$ cat config.mk
export PLATFORM = sky130hd
export DESIGN_NAME = ecc_fault_log
export DESIGN_NICKNAME = d
export VERILOG_FILES = /design/src/rtl/efl_pkg.sv /design/src/rtl/efl_merge.sv /design/src/rtl/efl_sat_cnt.sv /design/src/rtl/efl_capture.sv /design/src/rtl/ecc_fault_log.sv
export SDC_FILE = /design/constraint.sdc
export NUM_CORES = 1
export LEC_CHECK = 0
export ABC_AREA = 1
export BUFFER_PORTS_ARGS = -buffer_cell sky130_fd_sc_hd__buf_2
export CAP_MARGIN = 5
export CELL_PAD_IN_SITES_DETAIL_PLACEMENT = 2
export CELL_PAD_IN_SITES_GLOBAL_PLACEMENT = 2
export CORE_ASPECT_RATIO = 0.6
export CORE_MARGIN = 2
export CORE_UTILIZATION = 32
export DETAILED_ROUTE_END_ITERATION = 16
export PLACE_DENSITY_LB_ADDON = 0.1
export SETUP_SLACK_MARGIN = 0.5
export SLEW_MARGIN = 20
export SYNTH_ARGS = -nofsm -noshare
export SYNTH_HDL_FRONTEND = slang
export SYNTH_SLANG_ARGS = --single-unit
$ cat constraint.sdc
create_clock -name clk_i -period 2.1 [get_ports clk_i]
set_input_delay 0.21 -clock clk_i [delete_from_list [all_inputs] [get_ports clk_i]]
set_output_delay 0.21 -clock clk_i [all_outputs]
set_load 0.03 [all_outputs]
$ cat src/rtl/efl_pkg.sv
package efl_pkg;
  localparam int REG_W = 32;
  localparam int IDX_W = 4;

  typedef enum logic [IDX_W-1:0] {
    RI_STATUS = 4'd0,
    RI_IRQEN  = 4'd1,
    RI_CECNT  = 4'd2,
    RI_CEADDR = 4'd3,
    RI_CEDATA = 4'd4,
    RI_CECHK  = 4'd5,
    RI_UEADDR = 4'd6,
    RI_UEDATA = 4'd7,
    RI_UECHK  = 4'd8,
    RI_INJD   = 4'd9,
    RI_INJC   = 4'd10
  } reg_idx_e;
endpackage

$ cat src/rtl/efl_merge.sv
module efl_merge #(
  parameter int DW = 32
) (
  input  logic [DW/8-1:0] be_i,
  input  logic [DW-1:0]   old_i,
  input  logic [DW-1:0]   new_i,
  output logic [DW-1:0]   word_o
);
  localparam int LANES = DW / 8;

  for (genvar k = 0; k < LANES; k++) begin : g_lane
    assign word_o[8*k +: 8] = be_i[k] ? new_i[8*k +: 8] : old_i[8*k +: 8];
  end
endmodule

$ cat src/rtl/efl_sat_cnt.sv
module efl_sat_cnt #(
  parameter int W = 8
) (
  input  logic         clk_i,
  input  logic         rst_ni,
  input  logic         wr_i,
  input  logic [W-1:0] wdata_i,
  input  logic         inc_i,
  output logic [W-1:0] cnt_o
);
  localparam logic [W-1:0] MAX = {W{1'b1}};

  always_ff @(posedge clk_i or negedge rst_ni) begin
    if (!rst_ni)                  cnt_o <= '0;
    else if (wr_i)                cnt_o <= wdata_i;
    else if (inc_i && cnt_o != MAX) cnt_o <= cnt_o + 1'b1;
  end

  // R6 saturation and step
  a_r6_cnt_hold: assert property (@(posedge clk_i) disable iff (!rst_ni)
    (inc_i && !wr_i && cnt_o == MAX) |=> cnt_o == MAX);
  a_r6_cnt_step: assert property (@(posedge clk_i) disable iff (!rst_ni)
    (inc_i && !wr_i && cnt_o != MAX) |=> cnt_o == $past(cnt_o) + 1'b1);
  a_r6_cnt_load: assert property (@(posedge clk_i) disable iff (!rst_ni)
    wr_i |=> cnt_o == $past(wdata_i));
endmodule

$ cat src/rtl/efl_capture.sv
module efl_capture #(
  parameter int AW = 32,
  parameter int DW = 32,
  parameter int CW = 7
) (
  input  logic          clk_i,
  input  logic          rst_ni,
  input  logic          hit_i,
  input  logic [AW-1:0] addr_i,
  input  logic [DW-1:0] data_i,
  input  logic [CW-1:0] chk_i,
  output logic [AW-1:0] addr_o,
  output logic [DW-1:0] data_o,
  output logic [CW-1:0] chk_o
);
  always_ff @(posedge clk_i or negedge rst_ni) begin
    if (!rst_ni) begin
      addr_o <= '0;
      data_o <= '0;
      chk_o  <= '0;
    end else if (hit_i) begin
      addr_o <= {addr_i[AW-1:2], 2'b00};
      data_o <= data_i;
      chk_o  <= chk_i;
    end
  end

  // R7 / R8 capture on every hit
  a_r7_capture: assert property (@(posedge clk_i) disable iff (!rst_ni)
    hit_i |=> (addr_o[1:0] == 2'b00 && addr_o[AW-1:2] == $past(addr_i[AW-1:2])
               && data_o == $past(data_i) && chk_o == $past(chk_i)));
  a_r8_hold: assert property (@(posedge clk_i) disable iff (!rst_ni)
    !hit_i |=> $stable(addr_o) && $stable(data_o) && $stable(chk_o));
endmodule

$ cat src/rtl/ecc_fault_log.sv
module ecc_fault_log
  import efl_pkg::*;
#(
  parameter int CNT_W = 8
) (
  input  logic        clk_i,
  input  logic        rst_ni,
  input  logic        reg_wr_i,
  input  logic [3:0]  reg_idx_i,
  input  logic [31:0] reg_wdata_i,
  output logic [31:0] reg_rdata_o,
  input  logic        st_valid_i,
  input  logic [3:0]  st_be_i,
  input  logic [31:0] st_old_i,
  input  logic [31:0] st_new_i,
  input  logic [6:0]  st_chk_i,
  output logic [31:0] st_data_o,
  output logic [6:0]  st_chk_o,
  input  logic        ce_i,
  input  logic        ue_i,
  input  logic [31:0] err_addr_i,
  input  logic [31:0] err_data_i,
  input  logic [6:0]  err_chk_i,
  output logic        irq_o
);
  localparam int DW = 32;
  localparam int CW = 7;
  localparam int AW = 32;

  logic [1:0]       sts_q, en_q;
  logic [DW-1:0]    inj_d_q, merged;
  logic [CW-1:0]    inj_c_q;
  logic [CNT_W-1:0] cnt;
  logic [AW-1:0]    ce_addr, ue_addr;
  logic [DW-1:0]    ce_data, ue_data;
  logic [CW-1:0]    ce_chk, ue_chk;
  logic             wr_sts, wr_en, wr_cnt, wr_injd, wr_injc;

  assign wr_sts  = reg_wr_i && reg_idx_i == RI_STATUS;
  assign wr_en   = reg_wr_i && reg_idx_i == RI_IRQEN;
  assign wr_cnt  = reg_wr_i && reg_idx_i == RI_CECNT;
  assign wr_injd = reg_wr_i && reg_idx_i == RI_INJD;
  assign wr_injc = reg_wr_i && reg_idx_i == RI_INJC;

  efl_merge #(.DW(DW)) u_merge (
    .be_i(st_be_i), .old_i(st_old_i), .new_i(st_new_i), .word_o(merged)
  );

  assign st_data_o = st_valid_i ? merged ^ inj_d_q : merged;
  assign st_chk_o  = st_valid_i ? st_chk_i ^ inj_c_q : st_chk_i;

  // masks are one-shot: consumed by the next store unless rewritten
  always_ff @(posedge clk_i or negedge rst_ni) begin
    if (!rst_ni) begin
      inj_d_q <= '0;
      inj_c_q <= '0;
    end else begin
      if (wr_injd)         inj_d_q <= reg_wdata_i[DW-1:0];
      else if (st_valid_i) inj_d_q <= '0;
      if (wr_injc)         inj_c_q <= reg_wdata_i[CW-1:0];
      else if (st_valid_i) inj_c_q <= '0;
    end
  end

  // status: event set has priority over write-one-to-clear
  always_ff @(posedge clk_i or negedge rst_ni) begin
    if (!rst_ni) begin
      sts_q <= '0;
      en_q  <= '0;
    end else begin
      sts_q[0] <= ce_i | (sts_q[0] & ~(wr_sts & reg_wdata_i[0]));
      sts_q[1] <= ue_i | (sts_q[1] & ~(wr_sts & reg_wdata_i[1]));
      if (wr_en) en_q <= reg_wdata_i[1:0];
    end
  end

  assign irq_o = |(sts_q & en_q);

  efl_sat_cnt #(.W(CNT_W)) u_cnt (
    .clk_i, .rst_ni, .wr_i(wr_cnt), .wdata_i(reg_wdata_i[CNT_W-1:0]),
    .inc_i(ce_i), .cnt_o(cnt)
  );

  efl_capture #(.AW(AW), .DW(DW), .CW(CW)) u_cap_ce (
    .clk_i, .rst_ni, .hit_i(ce_i), .addr_i(err_addr_i), .data_i(err_data_i),
    .chk_i(err_chk_i), .addr_o(ce_addr), .data_o(ce_data), .chk_o(ce_chk)
  );

  efl_capture #(.AW(AW), .DW(DW), .CW(CW)) u_cap_ue (
    .clk_i, .rst_ni, .hit_i(ue_i), .addr_i(err_addr_i), .data_i(err_data_i),
    .chk_i(err_chk_i), .addr_o(ue_addr), .data_o(ue_data), .chk_o(ue_chk)
  );

  always_comb begin
    reg_rdata_o = '0;
    case (reg_idx_i)
      RI_STATUS: reg_rdata_o[1:0]       = sts_q;
      RI_IRQEN:  reg_rdata_o[1:0]       = en_q;
      RI_CECNT:  reg_rdata_o[CNT_W-1:0] = cnt;
      RI_CEADDR: reg_rdata_o            = ce_addr;
      RI_CEDATA: reg_rdata_o            = ce_data;
      RI_CECHK:  reg_rdata_o[CW-1:0]    = ce_chk;
      RI_UEADDR: reg_rdata_o            = ue_addr;
      RI_UEDATA: reg_rdata_o            = ue_data;
      RI_UECHK:  reg_rdata_o[CW-1:0]    = ue_chk;
      RI_INJD:   reg_rdata_o            = inj_d_q;
      RI_INJC:   reg_rdata_o[CW-1:0]    = inj_c_q;
      default:   reg_rdata_o            = '0;
    endcase
  end

  // R2 masks consumed by a store
  a_r2_mask_clear: assert property (@(posedge clk_i) disable iff (!rst_ni)
    (st_valid_i && !wr_injd && !wr_injc) |=> (inj_d_q == '0 && inj_c_q == '0));
  // R4 event sets status even against a clear
  a_r4_ce_set: assert property (@(posedge clk_i) disable iff (!rst_ni)
    ce_i |=> sts_q[0]);
  a_r4_ue_set: assert property (@(posedge clk_i) disable iff (!rst_ni)
    ue_i |=> sts_q[1]);
  // R5 enabled event raises the interrupt
  a_r5_irq_ce: assert property (@(posedge clk_i) disable iff (!rst_ni)
    (ce_i && en_q[0] && !wr_en) |=> irq_o);
  a_r5_irq_off: assert property (@(posedge clk_i) disable iff (!rst_ni)
    (en_q == 2'b00) |-> !irq_o);
endmodule

==> results of run 1 <==
-- cell type report --
| class | instances | area share |
|---|---|---|
| flip-flops and latches | 189 | 0.322 |
| multi-input cells | 910 | 0.319 |
| repair buffers | 410 | 0.230 |
| inverters | 203 | 0.0527 |
| well taps | 416 | 0.0352 |
| clock buffers | 20 | 0.0309 |
| clock inverters | 12 | 0.0107 |
| diodes | 2 | 0.000339 |
-- Yosys cell counts --
cell type,instances,share of area
nand2_1,465,0.17
inv_1,199,0.074
dfrtp_1,189,0.47
o21ai_0,166,0.083
nor2_1,89,0.033
nand3_1,82,0.041
xor2_1,40,0.035
mux2_2,26,0.029
buf_2,23,0.011
clkbuf_1,21,0.0079
o21ai_1,14,0.0070
o22ai_1,13,0.0081
buf_1,7,0.0026
buf_6,5,0.0056
buf_4,4,0.0030
inv_2,4,0.0015
nand2_2,4,0.0025
nor2_2,4,0.0025
nor2_4,4,0.0045
ha_1,1,0.0012
nor3_1,1,0.00050
o21bai_1,1,0.00075
-- cells by family after synthesis --
logic type,Yosys count,synth area share
simple gates,649,0.258
compound gates,194,0.0986
buf+inv,263,0.106
mux,26,0.0292
flops,189,0.471
fa+ha+maj,1,0.00125
xor+xnor,40,0.0349
-- layer usage --
metal,vias up,part of all wire,GRT usage
met5,-,0.00018,0
met4,2,0.0076,0.0510
met3,26,0.038,0.0465
met2,203,0.46,0.417
met1,5352,0.50,0.398
li1,4932,-,-
-- power by group --
part / internal, mW / switching [mW] / leakage [nW]
clock: 1.95 / 1.56 / 0.303
combinational: 0.919 / 1.38 / 5.01
sequential: 3.96 / 0.201 / 2.32
total: 6.84 / 3.14 / 7.62
-- state kept, by name (all words and copies together) (netlist names) --
register,count
en_q,2
inj_c_q,7
u_cap_ce.chk_o,7
u_cap_ce.data_o,32
inj_d_q,32
u_cap_ce.addr_o,30
u_cap_ue.data_o,32
sts_q,2
u_cnt.cnt_o,8
u_cap_ue.addr_o,30
u_cap_ue.chk_o,7
-- stage by stage --
stage / hold slack [ns] / cells / total power [mW] / area, µm² / setup slack [ns]
after global routing: 0.0193 / 2162 / 10.4 / 14800 / 0.320
after detailed placement: 0.0704 / 2003 / 5.95 / 11900 / 0.138
after CTS: 0.00142 / 2140 / 9.85 / 14100 / 0.328
final: 0.0106 / 2162 / 9.98 / 14800 / 0.392
after global placement: 0.0695 / 2003 / 5.86 / 11900 / 0.245
after floorplan: -0.0856 / 1362 / 5.17 / 10000 / 0.702
-- tightest hold or removal path: stages --
cell and delay (ns):
buf_2 0.08, nand3_1 0.07, nand2_1 0.07
-- what timing repair did --
action,4_1_cts,5_1_grt
setup endpoints to repair,56,75
endpoints found under the hold margin,293,0
hold buffers,74,0
gates cloned,5,0
pin swaps,68,91
gates resized for setup,210,173
buffers inserted,26,20
-- final timing paths --
path | from | endpoint
max | inj_d_q[21] | reg_rdata_o[21]
min | reg_wdata_i[10] | inj_d_q[10]
max reg2reg | u_cnt.cnt_o[1] | u_cnt.cnt_o[7]
min reg2reg | u_cap_ce.chk_o[2] | u_cap_ce.chk_o[2]
max in group asynchronous | rst_ni | inj_d_q[8]
min in group asynchronous | rst_ni | u_cap_ue.chk_o[5]
==> results by group, run 1 <==
Worst setup path
  • WS Path Type: register to output port
  • Crit path cell chain: nand2_1 > o21ai_1 > nor2_1 > nand2_1 > buf_6
  • WP data arrival: roughly 1.5 ns
  • Startpoint Class: register
  • Worst path required time: 1.89 ns
  • CP Max Fanout: 3
  • Worst path top cell family by delay: flip-flops
  • Crit-path slowest cell: dfrtp_2
  • Crit end category: output port
  • R2R cell count: 9
  • CP most frequent cell: nand2_1
  • Max incr delay on CP: ~0.48 ns
  • CP Depth: 5
  • Crit path buffers/inverters: 1
  • Reg-to-reg slack, setup: 0.53 ns

Drt
  • 1st-iter DRT viols: 457
  • Post-DR wirelength/cell: roughly 21 µm
  • Via density: 4.86
  • Routed wire length: ~45000 µm
  • Antenna-violating nets left: 0
  • Post-route DRC: 0
  • Vias post-DR: 10500
  • Drt pass-1 iters: 5

Clock network
  • CTS Root Buffer Type: clkbuf_16
  • Clk Latency, worst-skew pair: around 0.45 ns
  • CTS tree: built
  • Clock Sinks: approximately 190
  • Worst-path clk slew: about 0.070 ns
  • H-tree levels: 4
  • CTS buffer count: 17
  • CTS Buffer Depth: 2

Yosys
  • Count of state elements after synthesis: 189
  • Post-Syn Nets: 1551
  • Sequential share of the synthesized area: 0.471
  • Syn Inst Count: 1362
  • Ys Warns: 0
  • Mean Syn Cell Area: between 7 and 8 µm²
  • Synth cell types: 22
  • Synthesized cell area: 0.0100 mm²

Die
  • Row cnt: 50
  • Initial Util: 0.323
  • Chip Width: 233 µm
  • Core ar.: 0.0310 mm²
  • # IOs: 260
  • Die Area: 0.0328 mm²
  • Die Span Y: approximately 140 µm

Global routing
  • Vias in the first global route: around 11000
  • Global-route wire length before repair: 66900 µm
  • Largest net degree at the start of global routing: 77
  • Antenna violations before repair: 4
  • Total gr overflow: 0
  • Gr usage total: 0.270

Finish
  • Final net count: 1920
  • Layout area overhead: 47.3%
  • Fill cells: about 3500
  • Commonest cells after routing, fill and taps aside: nand2_1, inv_1, buf_2, dfrtp_1, o21ai_0
  • Multi-input gate area: approximately 0.0047 mm²
  • Util after Layout: 0.476
  • Proportion of layout cells with a drive suffix above 1: 0.325
  • Register area: about 0.0048 mm²
  • Most common cell after layout, fill and taps aside: nand2_1

Timing
  • Tcrit/Tclk final: 0.813
  • Setup violators final: 0
  • Slew HR: 0.513
  • Final Skew: between 0.004 and 0.005 ns
  • Fin. max-slew vios: 0
  • RSZ-0062 raised after global routing: yes
  • Worst-Margin Slew: around 0.73 ns
  • Tmin final: 1.71 ns
  • Hold Violations, Final: 0
  • FMAX: around 0.59 GHz
  • Setup TNS: 0 ns

Place
  • Port Buffers: around 260
  • Global placer's final weighted congestion: between 0.8 and 0.9
  • DP Wirelength: a little under 30000 µm

Job
  • Max cap viols: 0

Power
  • Worst vdd ir: 450 µV
  • Leak: between 7 and 8 nW
  • Power density over the cells: 675 mW/mm²

Outcome
  • Status: completed

Min path
  • Min-delay worst type: input pin to register
  • Hold path depth: 3
Power figures use the tool's default switching activity.
==> run 2: changes to the inputs <==
- CORE_UTILIZATION: 32 -> 29
- clock period: 2.1 -> 1.6 ns (I/O delays scaled with it)
==> results by group, run 2 (synthesized netlist as in run 1, its figures left out) <==
Outcome
  • Status: complete, but fails checks (was completed)
  • Failing checks: negative setup slack

Worst setup path
  • Worst setup path start: sts_q[0] (was inj_d_q[21])
  • Startpoint Class: register (unchanged)
  • Max incr delay on CP: 0.44 ns (was 0.48 ns)
  • Crit path cell chain: nand3_2 > nand2_2 > nor2_2 > nand3_2 > buf_6 (was nand2_1 > o21ai_1 > nor2_1 > nand2_1 > buf_6)
  • Crit-path slowest cell: dfrtp_1 (was dfrtp_2)
  • Reg-to-reg slack, setup: 0.05 ns (was 0.53 ns)
  • CP most frequent cell: nand3_2 (was nand2_1)
  • CP Max Fanout: 3 (unchanged)
  • R2R cell count: 11 (was 9)
  • Critical Path Sink: reg_rdata_o[0] (was reg_rdata_o[21])
  • Worst r2r src: u_cnt.cnt_o[0] (was u_cnt.cnt_o[1])
  • FF-to-FF End: u_cnt.cnt_o[2] (was u_cnt.cnt_o[7])
  • WS Path Type: register to output port (unchanged)
  • WP data arrival: 1.52 ns (was 1.50 ns)
  • Crit end category: output port (unchanged)
  • Worst path required time: 1.44 ns (was 1.89 ns)

Drt
  • Post-route DRC: 0 (unchanged)
  • Post-DR wirelength/cell: 21.5 µm (was 20.8 µm)
  • Routed wire length: 48200 µm (was 44900 µm)
  • 1st-iter DRT viols: 542 (was 457)
  • Drt pass-1 iters: 4 (was 5)
  • Via density: 4.80 (was 4.86)
  • Vias post-DR: 10700 (was 10500)
  • Antenna-violating nets left: 0 (unchanged)

Finish
  • Top flop regs: inj_d_q: 32 flops, u_cap_ce.data_o: 32 flops, u_cap_ue.data_o: 32 flops (unchanged)
  • Most common cell after layout, fill and taps aside: nand2_1 (unchanged)
  • Final Instance Count excl. Fillers: 2240 (was 2162)
  • Proportion of layout cells with a drive suffix above 1: 0.395 (was 0.325)
  • Register area: 0.00476 mm² (about the same)
  • Final net count: 1959 (was 1920)
  • Fill cells: 3750 (was 3512)
  • Commonest cells after routing, fill and taps aside: nand2_1, inv_1, buf_2, dfrtp_1, o21ai_0 (unchanged)
  • Layout area overhead: 59.5% (was 47.3%)
  • Antenna diodes: 0 (was 2)
  • Multi-input gate area: 0.00536 mm² (was 0.00471 mm²)

Clock network
  • CTS buffer count: 17 (unchanged)
  • Clk Latency, worst-skew pair: 0.46 ns (was 0.45 ns)
  • H-tree levels: 4 (unchanged)
  • CTS Buffer Depth: 2 (unchanged)
  • CTS tree: built (unchanged)
  • Clock Sinks: 189 (unchanged)
  • CTS Root Buffer Type: clkbuf_16 (unchanged)
  • Worst-path clk slew: 0.07 ns (about the same)

Timing
  • Fin. max-slew vios: 0 (unchanged)
  • Slew HR: 0.581 (was 0.513)
  • Tcrit/Tclk final: 1.05
  • Worst-Margin Slew: 0.627 ns (was 0.730 ns)
  • FMAX: 0.595 GHz
  • Final Skew: 0.00451 ns (was 0.00405 ns)
  • Hold Violations, Final: 0 (unchanged)
  • Setup violators final: 10 (was 0)
  • RSZ-0062 raised after global routing: yes (unchanged)
  • Setup ws final: -0.0815 ns (was 0.392 ns)
  • Tmin final: between 1.5 and 2 ns

Die
  • Die Span Y: 148 µm (was 141 µm)
  • # IOs: 260 (unchanged)
  • Die Area: 0.0362 mm² (was 0.0328 mm²)
  • Chip Width: 244 µm (was 233 µm)
  • Core ar.: 0.0339 mm² (was 0.0310 mm²)
  • Row cnt: 52 (was 50)
  • Initial Util: 0.296 (was 0.323)

Place
  • Dpl ws: -0.0585 ns (was 0.138 ns)
  • Port Buffers: 257 (unchanged)
  • Global placer's final weighted congestion: 0.835 (was 0.808)
  • Placed cells: 2063 (was 2003)
  • DP Wirelength: 30800 µm (was 29400 µm)

Power
  • Leak: 7.99 nW (was 7.62 nW)
  • Power density over the cells: 839 mW/mm² (was 675 mW/mm²)
  • Worst vdd ir: 695 µV (was 450 µV)

Global routing
  • Vias in the first global route: 11800 (was 11200)
  • Antenna violations before repair: 0 (was 4)
  • Gr usage total: 0.253 (was 0.270)
  • Global-route wire length before repair: 69800 µm (was 66900 µm)
  • Total gr overflow: 0 (unchanged)
  • Largest net degree at the start of global routing: 57 (was 77)

Min path
  • Min-delay worst type: input pin to register (unchanged)

Job
  • Max cap viols: 0 (unchanged)
run 2: cell count changes in the layout (fill, tap and decap cells not counted), moves of 14 or more:
cell,before,now
nand2_2,62,94
nand3_2,6,42
nand2_1,394,345
nand2_4,12,26
buf_6,68,92
nor2_2,19,34
nor2_1,66,48
dlygate4sd3_1,74,99
nand3_1,76,34
run 2: cell type report:
type                       instances  area share
clock inverter                     4     0.00321
timing repair buffer             449       0.245
clock buffer                      26      0.0331
multi-input combinational        910       0.335
tap                              459      0.0359
sequential                       189       0.298
inverter                         203      0.0501
run 2: timing repair:
item,CTS,global route
gates cloned,3,2
resized for setup,306,194
setup endpoints to repair,94,112
endpoints found under the hold margin,337,0
pin swaps,109,107
buffers inserted,26,17
hold buffers,99,0
run 2: critical path, delay by kind of cell, from the launching register on:
family / cells / cell delay (ns)
buffers and inverters: 1 / 0.15
and+or+nand+nor: 4 / 0.48
DFF: 1 / 0.44
run 2: through the flow:
step / cell area [µm²] / total power, mW / utilization / hold slack [ns] / setup TNS, ns
3_3_place_gp: 12400 / 7.86 / 0.365 / 0.104 / 0
6_report: 16000 / 13.4 / 0.472 / 0.0740 / -0.377
2_1_floorplan: 10200 / 6.84 / - / -0.136 / 0
5_1_grt: 16000 / 14.0 / 0.472 / 0.0809 / -1.89
3_5_place_dp: 12400 / 7.97 / 0.365 / 0.102 / -0.136
4_1_cts: 15100 / 13.0 / 0.446 / 0.0109 / -0.572
run 2: worst min path at each step:
| stage | startpoint | end | slack (ns) | cells past startpoint |
|---|---|---|---|---|
| 2_1_floorplan | rst_ni | en_q[0] | -0.14 | 0 |
| 3_3_place_gp | rst_ni | inj_c_q[5] | 0.10 | 1 |
| 3_5_place_dp | rst_ni | inj_c_q[5] | 0.10 | 1 |
| 4_1_cts | reg_wdata_i[3] | inj_c_q[3] | 0.01 | 3 |
| 5_1_grt | reg_wdata_i[3] | inj_d_q[3] | 0.08 | 3 |
| 6_report | ue_i | u_cap_ue.data_o[17] | 0.07 | 3 |
run 2: report_power, final:
group,switching (mW),leakage [nW],internal [mW],total [mW]
logic,2.09,5.39,1.46,3.55
registers,0.265,2.31,5.20,5.47
clock network,1.98,0.285,2.43,4.40
total,4.33,7.99,9.09,13.4
run 2: layer usage:
layer / wire length (µm) / GRT usage / share of wire
met1: 22400 / 0.355 / 0.47
met2: 22800 / 0.401 / 0.47
met3: 2070 / 0.0498 / 0.043
met4: 897 / 0.0689 / 0.019
met5: 0 / 0 / 0
==> run 3: changes to the inputs <==
- clock period: 1.6 -> 1.76 ns (I/O delays scaled with it)
==> results by group, run 3 (synthesized netlist as in run 1, its figures left out) <==
Min path
  • Hold path depth: 3 (unchanged)
  • Min-delay worst type: input pin to register (unchanged)

Drt
  • Via density: 4.71 (was 4.80)
  • Routed wire length: 43300 µm (was 48200 µm)
  • Antenna-violating nets left: 0 (unchanged)
  • Post-route DRC: 0 (unchanged)
  • Drt pass-1 iters: 4 (unchanged)
  • Post-DR wirelength/cell: 19.4 µm (was 21.5 µm)
  • Vias post-DR: 10500 (was 10700)
  • 1st-iter DRT viols: 438 (was 542)

Worst setup path
  • CP Depth: 5 (unchanged)
  • Startpoint Class: register (unchanged)
  • Crit-path slowest cell: dfrtp_1 (unchanged)
  • Worst path required time: 1.58 ns (was 1.44 ns)
  • CP Max Fanout: 2 (was 3)
  • Crit path cell chain: inv_1 > nor3_2 > nor2_1 > nand3_2 > buf_6 (was nand3_2 > nand2_2 > nor2_2 > nand3_2 > buf_6)
  • Crit end category: output port (unchanged)
  • R2R cell count: 9 (was 11)
  • Crit path buffers/inverters: 2 (was 1)
  • Max incr delay on CP: 0.39 ns (was 0.44 ns)
  • WP data arrival: 1.50 ns (was 1.52 ns)
  • Worst path top cell family by delay: flip-flops (was simple AND/OR/NAND/NOR gates)
  • WS Path Type: register to output port (unchanged)

Finish
  • Most common cell after layout, fill and taps aside: nand2_1 (unchanged)
  • Commonest cells after routing, fill and taps aside: nand2_1, inv_1, buf_2, dfrtp_1, o21ai_0 (unchanged)
  • Final Instance Count excl. Fillers: 2228 (was 2240)
  • Util after Layout: 0.449 (was 0.472)
  • Top flop regs: inj_d_q: 32 flops, u_cap_ce.data_o: 32 flops, u_cap_ue.data_o: 32 flops (unchanged)
  • Final net count: 1944 (was 1959)
  • Proportion of layout cells with a drive suffix above 1: 0.317 (was 0.395)
  • Layout area overhead: 51.6% (was 59.5%)
  • Design area: 0.0152 mm² (was 0.0160 mm²)

Global routing
  • Largest net degree at the start of global routing: 72 (was 57)
  • Global-route wire length before repair: 66300 µm (was 69800 µm)
  • Antenna violations before repair: 1 (was 0)
  • Total gr overflow: 0 (unchanged)
  • Gr usage total: 0.236 (was 0.253)
  • Vias in the first global route: 11700 (was 11800)

Timing
  • Fin. max-slew vios: 0 (unchanged)
  • Setup ws final: 0.0792 ns (was -0.0815 ns)
  • RSZ-0062 raised after global routing: yes (unchanged)
  • Tmin final: around 1.7 ns
  • Tcrit/Tclk final: 0.955
  • Slew HR: 0.551 (was 0.581)
  • Setup violators final: 0 (was 10)
  • FMAX: roughly 0.6 GHz
  • Hold Violations, Final: 0 (unchanged)
  • Worst-Margin Slew: 0.673 ns (was 0.627 ns)
  • Hold WS: 0.0244 ns (was 0.0740 ns)
  • Final Skew: 0.00697 ns (was 0.00451 ns)
  • Setup TNS: 0 ns (was -0.377 ns)

Place
  • Port Buffers: 257 (unchanged)
  • Global placer's final weighted congestion: 0.820 (was 0.835)
  • Placed cells: 2054 (was 2063)
  • Dpl ws: 0.0154 ns (was -0.0585 ns)
  • DP Wirelength: 28200 µm (was 30800 µm)
  • Placed Instance Area: 0.0121 mm² (was 0.0124 mm²)

Clock network
  • Clk Latency, worst-skew pair: 0.46 ns (about the same)
  • H-tree levels: 4 (unchanged)
  • Clock Sinks: 189 (unchanged)
  • CTS Root Buffer Type: clkbuf_16 (unchanged)
  • CTS Buffer Depth: 2 (unchanged)
  • Worst-path clk slew: 0.07 ns (about the same)
  • CTS tree: built (unchanged)
  • CTS buffer count: 17 (unchanged)

Power
  • Power density over the cells: 811 mW/mm² (was 839 mW/mm²)
  • Switch share: 0.310 (was 0.322)
  • Worst vdd ir: 748 µV (was 695 µV)
  • Cell internal pwr: 8.51 mW (was 9.09 mW)
  • Clock network power share: 0.363 (was 0.328)
  • Design Power: 12.3 mW (was 13.4 mW)
  • Sequential power share: 0.401 (was 0.407)
  • Leak: 7.74 nW (was 7.99 nW)
  • Comb pwr share: 0.236 (was 0.264)
  • Switching pwr: 3.82 mW (was 4.33 mW)

Die
  • Initial Util: 0.296 (unchanged)
  • Row cnt: 52 (unchanged)
  • Die Span Y: 148 µm (unchanged)
  • Chip Width: 244 µm (unchanged)
  • # IOs: 260 (unchanged)
  • Die Area: 0.0362 mm² (unchanged)
  • Core ar.: 0.0339 mm² (unchanged)

Job
  • Max cap viols: 0 (unchanged)

Outcome
  • Status: completed (was complete, but fails checks)
[run 3: cell types whose count changed in the layout (fill, tap and decap cells not counted), sizes merged]
cell         change
buf             -17
bufinv           +4
clkbuf           -3
dlygate4sd3      -3
clkinv           +2
clkinvlp         +2
bufbuf           +1
diode            +1
inv              +1
[run 3: layout make-up]
class | count | area, µm²
sequential | 189 | 4750
fill | 3852 | 18700
antenna | 1 | 2.50
clock inverter | 13 | 210
multi-input combinational | 910 | 4740
tap | 459 | 574
timing repair buffer | 434 | 3710
clock buffer | 19 | 443
inverter | 203 | 788
[run 3: power by group through the flow]
stage	combinational [mW]	sequential, mW	clock [mW]
after floorplan	1.24	4.95	0
after global placement	2.03	5.02	0
after detailed placement	2.11	5.04	0
after CTS	2.69	4.94	4.57
after global routing	3.20	5.00	4.73
final	2.91	4.95	4.48
[run 3: layer usage]
layer  vias to the layer above  wire, µm  share of wire  GRT usage
li1                       4976         -              -          -
met5                         -         0              0          0
met3                        36      1160          0.027     0.0352
met1                      5348     18900           0.44      0.303
met4                         0       671          0.015     0.0576
met2                       140     22600           0.52      0.420
[run 3: worst reg2reg max path: stages (launching register included)]
cell	delay (ns)
dfrtp_2	0.44
buf_6	0.13
buf_6	0.11
ha_4	0.17
buf_4	0.13
xor2_1	0.13
nand2_1	0.10
nand2_1	0.08
nand2_2	0.07
nand2_2	0.05
[run 3: repair_timing]
action / in CTS / in global routing
endpoints found under the setup margin: 80 / 80
gates resized for setup: 243 / 93
hold buffers: 96 / 0
cloned: 2 / 5
hold endpoints to repair: 282 / 0
buffers inserted: 18 / 20
pin swaps: 88 / 57
[run 3: final timing paths]
| kind | startpoint | endpoint | slack [ns] |
|---|---|---|---|
| max in group asynchronous | rst_ni | u_cap_ce.data_o[23] | 0.86 |
| worst max register to register | u_cnt.cnt_o[0] | u_cnt.cnt_o[2] | 0.25 |
| worst min-delay path | reg_wdata_i[7] | inj_d_q[7] | 0.02 |
| min in group asynchronous | rst_ni | u_cap_ue.data_o[5] | 0.18 |
| worst min register to register | u_cap_ce.addr_o[15] | u_cap_ce.addr_o[15] | 0.48 |
| worst max-delay path | en_q[1] | reg_rdata_o[1] | 0.08 |
